## src/rtl/alu_pkg.sv

```systemverilog
package alu_pkg;

    localparam int FN_W = 4;

    typedef enum logic [FN_W-1:0] {
        FN_PASS = 4'b0000,
        FN_AND  = 4'b0001,
        FN_OR   = 4'b0010,
        FN_INV  = 4'b0011,
        FN_XOR  = 4'b0100,
        FN_ADD  = 4'b0101,
        FN_SUB  = 4'b0110,
        FN_INC  = 4'b0111,
        FN_DEC  = 4'b1000,
        FN_CLR  = 4'b1001
    } alu_fn_e;

    // Strobes and function code applied in one cycle
    typedef struct packed {
        logic    opnd_ld;
        logic    res_ld;
        alu_fn_e fn;
    } alu_ctl_t;

    function automatic alu_fn_e to_fn(input logic [FN_W-1:0] code);
        return alu_fn_e'(code);
    endfunction

endpackage

```

## src/rtl/alu_hold_reg.sv

```systemverilog
module alu_hold_reg #(
    parameter int W = 16
) (
    input  logic         clk,
    input  logic         rst,
    input  logic         ld,
    input  logic [W-1:0] d,
    output logic [W-1:0] q
);

    always_ff @(posedge clk) begin
        if (rst) begin
            q <= '0;
        end else if (ld) begin
            q <= d;
        end
    end

endmodule

```

## src/rtl/alu_func.sv

```systemverilog
module alu_func
    import alu_pkg::*;
#(
    parameter int W = 16
) (
    input  alu_fn_e      fn,
    input  logic [W-1:0] a,
    input  logic [W-1:0] b,
    output logic [W-1:0] y
);

    localparam logic [W-1:0] ONE = W'(1);

    always_comb begin
        case (fn)
            FN_AND:  y = a & b;
            FN_OR:   y = a | b;
            FN_XOR:  y = a ^ b;
            FN_INV:  y = ~a;
            FN_ADD:  y = a + b;
            FN_SUB:  y = a - b;
            FN_INC:  y = a + ONE;
            FN_DEC:  y = a - ONE;
            FN_CLR:  y = '0;
            default: y = a;
        endcase
    end

endmodule

```

## src/rtl/enc_alu_latched.sv

```systemverilog
module enc_alu_latched
    import alu_pkg::*;
#(
    parameter int W = 16
) (
    input  logic            clk,
    input  logic            rst,
    input  logic            opnd_ld,
    input  logic            res_ld,
    input  logic [FN_W-1:0] fn_sel,
    input  logic [W-1:0]    data_in,
    output logic [W-1:0]    result
);

    alu_ctl_t     ctl;
    logic [W-1:0] opnd_q;
    logic [W-1:0] fn_y;

    always_comb begin
        ctl.opnd_ld = opnd_ld;
        ctl.res_ld  = res_ld;
        ctl.fn      = to_fn(fn_sel);
    end

    alu_hold_reg #(.W(W)) u_opnd (
        .clk (clk),
        .rst (rst),
        .ld  (ctl.opnd_ld),
        .d   (data_in),
        .q   (opnd_q)
    );

    alu_func #(.W(W)) u_func (
        .fn (ctl.fn),
        .a  (opnd_q),
        .b  (data_in),
        .y  (fn_y)
    );

    alu_hold_reg #(.W(W)) u_res (
        .clk (clk),
        .rst (rst),
        .ld  (ctl.res_ld),
        .d   (fn_y),
        .q   (result)
    );

endmodule

```

## config.mk

```make
export PLATFORM = sky130hd
export DESIGN_NAME = enc_alu_latched
export DESIGN_NICKNAME = d
export VERILOG_FILES = /design/src/rtl/alu_pkg.sv /design/src/rtl/alu_hold_reg.sv /design/src/rtl/alu_func.sv /design/src/rtl/enc_alu_latched.sv
export SDC_FILE = /design/constraint.sdc
export NUM_CORES = 1
export LEC_CHECK = 0
export BUFFER_PORTS_ARGS = -buffer_cell sky130_fd_sc_hd__buf_2
export CAP_MARGIN = 20
export CORE_MARGIN = 2
export CORE_UTILIZATION = 51
export DETAILED_ROUTE_END_ITERATION = 6
export PLACE_DENSITY = 0.74
export SLEW_MARGIN = 15
export SYNTH_ARGS = -nofsm -noshare
export SYNTH_HDL_FRONTEND = slang
export SYNTH_SLANG_ARGS = --single-unit
```

## constraint.sdc

```tcl
create_clock -name clk -period 4.4 [get_ports clk]
set_clock_uncertainty 0.1 [all_clocks]
set_input_delay 0.66 -clock clk [delete_from_list [all_inputs] [get_ports clk]]
set_output_delay 0.66 -clock clk [all_outputs]
set_load 0.05 [all_outputs]
```

==> results.sh, run 1 <==
export IMPL_vias=3837
export IMPL_antenna_found_initial=0
export IMPL_finalWeightedCongestion=0.919
export IMPL_totalPowerFinal_w=0.00103
export IMPL_leakage_nw=1.81
export IMPL_wirelength_um=10800
export IMPL_finalCriticalPeriod_ns=3.90
export IMPL_grt_pass1_wl_um=18400
export IMPL_nNetsFinal=585
export IMPL_setup_viol=0
export IMPL_cpMaxStageDelayCell="or3b_1"
export IMPL_max_stage_delay_ns=0.41
export IMPL_drt_iter0_drc=301
export IMPL_start_util_pct=52.3
export IMPL_vias_per_cell=6.27
export IMPL_n_antenna_cell=0
export IMPL_multi_input_area_mm2=0.00281
export IMPL_ant_nets=0
export IMPL_rsz0062_at_grt="no"
export IMPL_drt_first_pass_iters=5
export IMPL_numPortBuffers=39
export IMPL_cp_required_ns=4.46
export IMPL_crit_path_start_kind="input pin"
export IMPL_clk_latency_ns=0.30
export IMPL_clock_sinks=32
export IMPL_critPathKind="input pin to flop"
export IMPL_hp_class="flop to flop"
export IMPL_end_kind="flop"
export IMPL_syn2layout_area_growth_pct=9.49
export IMPL_relSlewSlack_pct=56.2
export IMPL_cts_root_buffer="clkbuf_8"
export IMPL_synth_seq_area_share_pct=17.1
export IMPL_avgSynthCellArea_um2=7.71
export IMPL_status="complete, no violations"
export IMPL_crit_fanout=6
export IMPL_synth_warnings=0
export IMPL_holdWs_ns=0.374
export IMPL_coreArea_mm2=0.00718
export IMPL_drc=0
export IMPL_rows=31
export IMPL_fmax_mhz=257
export IMPL_fp_dieH_um=89.8
export IMPL_synthesis_area_mm2=0.00376
export IMPL_post_cts_repair_setup_buffers=0
export IMPL_setup_tns_ns=0
export IMPL_hold_buffers=0
export IMPL_syn_inst=487
export IMPL_cts_tree="done"
export IMPL_irDropWorstVdd_v=0.000155
export IMPL_period_share_pct=88.6
export IMPL_max_cap_violations=0
export IMPL_worst_pin_slew_ns=0.657
export IMPL_power_density_mw_per_mm2=249
export IMPL_synth_fp_nets=560
export IMPL_synth_cell_type_count=56
export IMPL_cts_resized=0
export IMPL_grt_use_total_pct=27.6
export IMPL_synth_seq_cells=32
export IMPL_hold_viol_final=0
export IMPL_clock_path_buffers=2
export IMPL_synth_edf_count=0
export IMPL_cts_buffers=5
export IMPL_die_area_mm2=0.00807
export IMPL_hpwl_um=7960
export IMPL_async_reset_ff_share_pct=0
export IMPL_crit_arrival_ns=3.96
export IMPL_route_detailed_wl_per_inst_um=17.7
export IMPL_register_area_um2=641
export IMPL_grt_max_degree=34
export IMPL_grt_overflow_total=0
export IMPL_synthFlopType="dfxtp_1"
export IMPL_fill_cells=712
export IMPL_path_cells="buf_2 > inv_1 > ha_1 > or3b_1 > or3_4 > nor3b_1 > or3_1 > o211ai_1 > ha_1 > a21oi_1 > inv_1 > a2111oi_0 > a22oi_1 > xnor2_1 > o22ai_1"
export IMPL_fp_dieW_um=89.8
export IMPL_final_max_slew_viol_count=0
export IMPL_clkTransAtPathRegs_ns=0.07
export IMPL_drive_gt1_share_pct=13.1
export IMPL_htreeDepth=2
export IMPL_ios=40
export IMPL_grt_pass1_vias=3695
## routing by layer
layer  share of wire [%]  track usage (%)
met2                  50             47.7
met3                 5.9             4.95
met1                  41             33.8
met5                   0                0
met4                 2.8             11.5
## kinds of logic after synthesis
family	after synthesis	share of synthesized area (%)
flops	32	17.1
xor+xnor	11	2.56
simple gates	139	20.3
compound gates	155	28.1
fa+ha+maj	49	16.5
mux	27	7.20
buf+inv	74	8.23
## cells in the mapped netlist, drive strengths merged (2+ instances only)
cell type	number	share of area (%)
ha	48	16
nor2	46	4.6
inv	44	4.4
o21ai	37	5.2
dfxtp	32	17
a21oi	27	3.6
mux2i	27	7.2
nand2b	23	3.8
clkbuf	20	2.0
nor3	17	2.5
a221oi	13	3.0
o221ai	12	2.8
nand2	11	1.1
a31oi	10	1.7
buf	10	1.8
xnor2	10	2.3
a211oi	7	1.4
nand3	7	0.93
nor2b	7	1.2
o211ai	7	1.4
or3	7	1.3
a2111oi	6	1.4
o21a	5	1.0
o22ai	5	0.83
a22oi	4	0.80
o21bai	4	0.80
o32ai	4	1.1
a21boi	3	0.60
a21o	3	0.60
and3	3	0.50
nand3b	3	0.60
nor4	3	0.90
or2	3	0.50
o31a	2	0.47
or3b	2	0.47
or4	2	0.40
## registers in the layout, indices dropped and copies added (netlist names)
register / flops
u_opnd.q: 16
u_res.q: 16
## power by group
group          internal [W]  total (W)  switching (W)
Sequential         0.000311   0.000332      0.0000215
Combinational      0.000150   0.000400       0.000250
Clock              0.000168   0.000293       0.000125
## cells in the final DEF (no fill, tap or decap), types with 3 or more instances in the layout
master / n
nand3b_1: 3
a21boi_0: 3
inv_1: 44
o21ai_0: 35
o221ai_1: 12
mux2i_1: 27
o21a_1: 5
o21bai_1: 4
nand3_1: 7
clkbuf_8: 5
nand2b_1: 23
or2_2: 3
a21o_1: 3
a22oi_1: 4
ha_1: 48
buf_4: 9
a221oi_1: 13
a21oi_1: 27
nand2_1: 11
o211ai_1: 7
o22ai_1: 5
nor2_1: 46
dfxtp_1: 32
nor3_1: 15
a31oi_1: 10
and3_1: 3
nor2b_1: 7
a2111oi_0: 6
a211oi_1: 7
o32ai_1: 3
xnor2_1: 10
buf_2: 39
or3_1: 6
## metrics by stage
stage                     setup WS, ns  instance area (um2)  instances  util (%)
after floorplan                  0.689                 3760        487         -
after global placement           0.300                 4010        604      55.8
after detailed placement         0.254                 4010        604      55.8
after CTS                        0.518                 4110        612      57.3
after global routing             0.226                 4110        612      57.3
final                            0.501                 4110        612      57.3
## cell type report
class,count,share of cell area [%]
clock inverter,2,0.852
inverter,44,4.02
tap,99,3.01
sequential,32,15.6
multi-input combinational,381,68.4
clock buffer,6,1.76
timing repair buffer,48,6.39
## critical path, delay by kind of cell
kind | cells | cell delay (ns)
buf+inv | 3 | 0.31
fa+ha+maj | 2 | 0.56
simple gates | 4 | 1.34
compound gates | 5 | 0.94
xor+xnor | 1 | 0.16
## worst paths after layout
kind                             from                  endpoint  slack [ns]  cells after the start
max                        data_in[0]  u_res.q[15]$_SDFFE_PP0P_        0.50                     15
max reg2reg  u_opnd.q[0]$_SDFFE_PP0P_  u_res.q[10]$_SDFFE_PP0P_        1.63                     11
min reg2reg   u_res.q[2]$_SDFFE_PP0P_   u_res.q[2]$_SDFFE_PP0P_        0.37                      2
min           u_res.q[2]$_SDFFE_PP0P_   u_res.q[2]$_SDFFE_PP0P_        0.37                      2
No activity file was read; power rests on OpenSTA's default activity.
==> run 2, diff against run 1 <==
- REMOVE_ABC_BUFFERS: unset -> 1
==> results.sh, run 2 (same netlist as run 1, synthesis figures left out) <==
export IMPL_status="complete, no violations"
export IMPL_fmax_mhz=251
export IMPL_crit_arrival_ns=4.04
export IMPL_fin_area_mm2=0.00413
export IMPL_vias_per_cell=6.22
export IMPL_drc=0
export IMPL_clock_path_buffers=2
export IMPL_drive_gt1_share_pct=13.5
export IMPL_nNetsFinal=589
export IMPL_grt_pass1_wl_um=18200
export IMPL_numPortBuffers=39
export IMPL_leakage_nw=1.82
export IMPL_worst_pin_slew_ns=0.910
export IMPL_drt_iter0_drc=310
export IMPL_period_share_pct=90.6
export IMPL_n_antenna_cell=0
export IMPL_cts_root_buffer="clkbuf_8"
export IMPL_critPathLaunch="data_in[0]"
export IMPL_relSlewSlack_pct=39.4
export IMPL_totalPowerFinal_w=0.000978
export IMPL_largestRegisters="u_opnd.q (16), u_res.q (16)"
export IMPL_ant_nets=0
export IMPL_finalWeightedCongestion=0.953
export IMPL_rsz0062_at_grt="no"
export IMPL_drt_first_pass_iters=5
export IMPL_grt_overflow_total=0
export IMPL_cts_buffers=5
export IMPL_min_path_cells=2
export IMPL_wirelength_um=11100
export IMPL_coreArea_mm2=0.00718
export IMPL_clock_sinks=32
export IMPL_post_cts_repair_setup_buffers=0
export IMPL_cp_required_ns=4.45
export IMPL_power_density_mw_per_mm2=237
export IMPL_crit_path_start_kind="input pin"
export IMPL_fp_dieH_um=89.8
export IMPL_grt_pass1_vias=3707
export IMPL_p_int_w=0.000590
export IMPL_cts_tree="done"
export IMPL_hp_class="flop to flop"
export IMPL_crit_fanout=6
export IMPL_reg2reg_depth=10
export IMPL_irDropWorstVdd_v=0.000154
export IMPL_r2r_start="u_opnd.q[0]$_SDFFE_PP0P_"
export IMPL_holdWs_ns=0.375
export IMPL_setup_tns_ns=0
export IMPL_mostFrequentLayoutCells="ha_1 (48), nor2_1 (46), inv_1 (44), buf_2 (39), o21ai_0 (35)"
export IMPL_seqPwrFrac_pct=33.8
export IMPL_syn2layout_area_growth_pct=9.83
export IMPL_end_kind="flop"
export IMPL_antenna_found_initial=0
export IMPL_setup_viol=0
export IMPL_grt_max_degree=34
export IMPL_ios=40
export IMPL_place_area_mm2=0.00404
export IMPL_finalCriticalPeriod_ns=3.99
export IMPL_fp_dieW_um=89.8
export IMPL_htreeDepth=2
export IMPL_grt_use_total_pct=27.4
export IMPL_clkTransAtPathRegs_ns=0.07
export IMPL_max_cap_violations=0
export IMPL_hpwl_um=7930
export IMPL_die_area_mm2=0.00807
export IMPL_clk_latency_ns=0.29
export IMPL_final_common_cell="ha_1"
export IMPL_hold_buffers=0
export IMPL_min_from="u_res.q[4]$_SDFFE_PP0P_"
export IMPL_rows=31
export IMPL_swShare_pct=39.7
export IMPL_critPathKind="input pin to flop"
export IMPL_dp_cells=608
export IMPL_start_util_pct=52.3
export IMPL_p_switching_w=0.000388
export IMPL_final_max_slew_viol_count=0
export IMPL_cts_resized=0
export IMPL_route_detailed_wl_per_inst_um=18.0
export IMPL_hold_viol_final=0
export IMPL_vias=3829
export IMPL_clkPwrFrac_pct=25.0
export IMPL_combPwrFrac_pct=41.2
export IMPL_instances_no_fill=616
-- run 2: layout make-up --
type / instances / area (um2)
fillers: 714 / 3050
multi-input cells: 381 / 2810
flip-flops and latches: 32 / 641
repair buffers: 52 / 293
inverters: 44 / 165
well taps: 99 / 124
clock buffers: 8 / 90.1
-- run 2: critical path, stage by stage --
cell and delay, ns:
buf_2 0.13, inv_1 0.11, ha_1 0.20, or3b_1 0.41, or3_4 0.37, nor3b_1 0.39
a21oi_1 0.13, o211ai_1 0.19, ha_1 0.33, a21oi_1 0.23, inv_1 0.08, a2111oi_0 0.42
a22oi_1 0.14, xnor2_1 0.16, o22ai_1 0.09
-- run 2: per-stage QoR --
stage                     util (%)  worst slack [ns]
after floorplan                  -             0.647
after global placement        56.2             0.284
after detailed placement      56.2             0.185
after CTS                     57.5             0.444
after global routing          57.5             0.111
final                         57.5             0.413
-- run 2: power groups by stage --
stage                     clock (W)  combinational [W]  sequential (W)
after detailed placement          0           0.000396        0.000336
after CTS                  0.000252           0.000399        0.000329
after global placement            0           0.000385        0.000335
after global routing       0.000264           0.000442        0.000333
after floorplan                   0           0.000228        0.000376
final                      0.000244           0.000403        0.000330
-- run 2: final timing paths --
| path | end | slack (ns) |
|---|---|---|
| setup / recovery | u_res.q[15]$_SDFFE_PP0P_ | 0.41 |
| hold / removal | u_res.q[4]$_SDFFE_PP0P_ | 0.37 |
| setup reg to reg | u_res.q[12]$_SDFFE_PP0P_ | 1.47 |
| hold reg to reg | u_res.q[4]$_SDFFE_PP0P_ | 0.37 |
-- run 2: per-layer routing --
layer	share of wire (%)	vias to the layer above	wire, um	track usage (%)
li1	-	1849	-	-
met2	46	172	5100	45.6
met1	44	1785	4920	36.7
met3	7.5	23	828	3.27
met4	2.0	0	226	9.87
met5	0	-	0	0
==> run 3, diff against run 2 <==
- CORE_ASPECT_RATIO: unset -> 0.7
- RECOVER_POWER: unset -> 100
==> results.sh, run 3 (same netlist as run 1, synthesis figures left out) <==
export IMPL_ios=40
export IMPL_antenna_found_initial=0
export IMPL_cpMaxStageDelayCell="clkbuf_1"
export IMPL_coreArea_mm2=0.00722
export IMPL_crit_fanout=13
export IMPL_cp_required_ns=4.50
export IMPL_worst_pin_slew_ns=1.34
export IMPL_totalPowerFinal_w=0.000984
export IMPL_drt_iter0_drc=287
export IMPL_wl_met1_um=5530
export IMPL_crit_arrival_ns=4.31
export IMPL_ff2ff_setup_slack_ns=1.52
export IMPL_grt_pass1_wl_um=18200
export IMPL_critPathKind="input pin to flop"
export IMPL_instances_no_fill=615
export IMPL_min_from="u_res.q[3]$_SDFFE_PP0P_"
export IMPL_wl_met3_um=983
export IMPL_grt_max_degree=34
export IMPL_die_area_mm2=0.00808
export IMPL_cts_buffers=5
export IMPL_hpwl_um=8360
export IMPL_wl_met2_um=4770
export IMPL_irDropWorstVdd_v=0.000159
export IMPL_crit_top_cell="clkbuf_1"
export IMPL_cts_resized=0
export IMPL_grt_use_total_pct=28.8
export IMPL_rows=26
export IMPL_clock_path_buffers=2
export IMPL_drt_first_pass_iters=5
export IMPL_post_cts_repair_setup_buffers=0
export IMPL_largestRegisters="u_opnd.q (16), u_res.q (16)"
export IMPL_nNetsFinal=589
export IMPL_reg2reg_to="u_res.q[10]$_SDFFE_PP0P_"
export IMPL_drc=0
export IMPL_setup_tns_ns=0
export IMPL_grt_overflow_total=0
export IMPL_ant_nets=0
export IMPL_grt_pass1_vias=3637
export IMPL_htreeDepth=2
export IMPL_hp_class="flop to flop"
export IMPL_clkTransAtPathRegs_ns=0.07
export IMPL_route_detailed_wl_per_inst_um=18.6
export IMPL_fill_cells=733
export IMPL_max_stage_delay_ns=0.59
export IMPL_min_to="u_res.q[3]$_SDFFE_PP0P_"
export IMPL_period_share_pct=95.7
export IMPL_cts_tree="done"
export IMPL_hold_viol_final=0
export IMPL_fin_area_mm2=0.00408
export IMPL_cts_root_buffer="clkbuf_8"
export IMPL_start_util_pct=52.0
export IMPL_end_kind="flop"
export IMPL_leakage_nw=1.74
export IMPL_fmax_mhz=237
export IMPL_fp_dieH_um=75.8
export IMPL_syn2layout_area_growth_pct=8.73
export IMPL_routed_top_layer="met4"
export IMPL_fp_dieW_um=107
export IMPL_path_cells="buf_2 > clkbuf_1 > nor4bb_1 > clkbuf_1 > o211ai_1 > ha_1 > inv_1 > fa_1 > a211oi_1 > buf_4 > o21ai_0 > a41oi_1 > xnor2_1 > nand2_1 > a311oi_1"
export IMPL_clock_sinks=32
export IMPL_final_max_slew_viol_count=0
export IMPL_vias_per_cell=6.27
export IMPL_status="complete, no violations"
export IMPL_vias=3858
export IMPL_finalCriticalPeriod_ns=4.21
export IMPL_max_cap_violations=0
export IMPL_n_antenna_cell=0
export IMPL_setup_viol=0
export IMPL_relSlewSlack_pct=10.9
export IMPL_hold_buffers=0
export IMPL_clk_latency_ns=0.29
export IMPL_wirelength_um=11400
export IMPL_mostFrequentLayoutCells="ha_1 (48), nor2_1 (46), inv_1 (44), o21ai_0 (35), dfxtp_1 (32)"
export IMPL_finalWeightedCongestion=1.05
export IMPL_min_path_cells=2
export IMPL_reg2reg_depth=11
export IMPL_final_common_cell="ha_1"
export IMPL_drive_gt1_share_pct=9.48
export IMPL_crit_path_start_kind="input pin"
export IMPL_place_area_mm2=0.00403
export IMPL_r2r_start="u_opnd.q[0]$_SDFFE_PP0P_"
export IMPL_numPortBuffers=39
export IMPL_dp_cells=607
export IMPL_rsz0062_at_grt="no"
export IMPL_power_density_mw_per_mm2=241
## run 3: layout make-up
cell class / count / area, um2 / area share, %
flip-flops and latches: 32 / 641 / 15.7
inverters: 44 / 165 / 4.04
well taps: 98 / 123 / 3.00
repair buffers: 52 / 264 / 6.46
clock buffers: 8 / 90.1 / 2.21
multi-input cells: 381 / 2800 / 68.6
## run 3: critical path: cells and delay by family
| kind | cells | cell delay, ns |
|---|---|---|
| fa+ha+maj | 2 | 0.65 |
| simple gates | 2 | 0.27 |
| compound gates | 5 | 1.26 |
| xor+xnor | 1 | 0.19 |
| buf+inv | 5 | 1.27 |
## run 3: worst max path at each step
stage                           from                  endpoint  slack, ns  cells past startpoint
final                      fn_sel[3]  u_res.q[10]$_SDFFE_PP0P_       0.19                     15
after global routing      data_in[0]  u_res.q[15]$_SDFFE_PP0P_       0.01                     15
after floorplan           data_in[0]  u_res.q[15]$_SDFFE_PP0P_       0.65                     14
after global placement    data_in[0]  u_res.q[15]$_SDFFE_PP0P_       0.30                     15
after detailed placement  data_in[0]  u_res.q[15]$_SDFFE_PP0P_       0.14                     15
after CTS                 data_in[0]  u_res.q[15]$_SDFFE_PP0P_       0.43                     15
## run 3: routing by layer
metal	GRT usage (%)	up-vias
li1	-	1847
met3	4.36	16
met1	41.1	1804
met5	0	-
met2	45.8	191
met4	8.08	0
## run 3: where the power goes
part           total [W]  switching (W)  internal [W]
sequential      0.000331      0.0000203      0.000311
clock           0.000249       0.000121      0.000128
combinational   0.000405       0.000256      0.000148
## run 3: stage by stage
step                util, %  setup slack [ns]  hold slack [ns]
floorplan                 -             0.647            0.387
global placement       55.9             0.304            0.356
detailed placement     55.9             0.142            0.360
CTS                    57.1             0.426            0.372
global route           56.5            0.0107            0.412
finish                 56.5             0.188            0.375
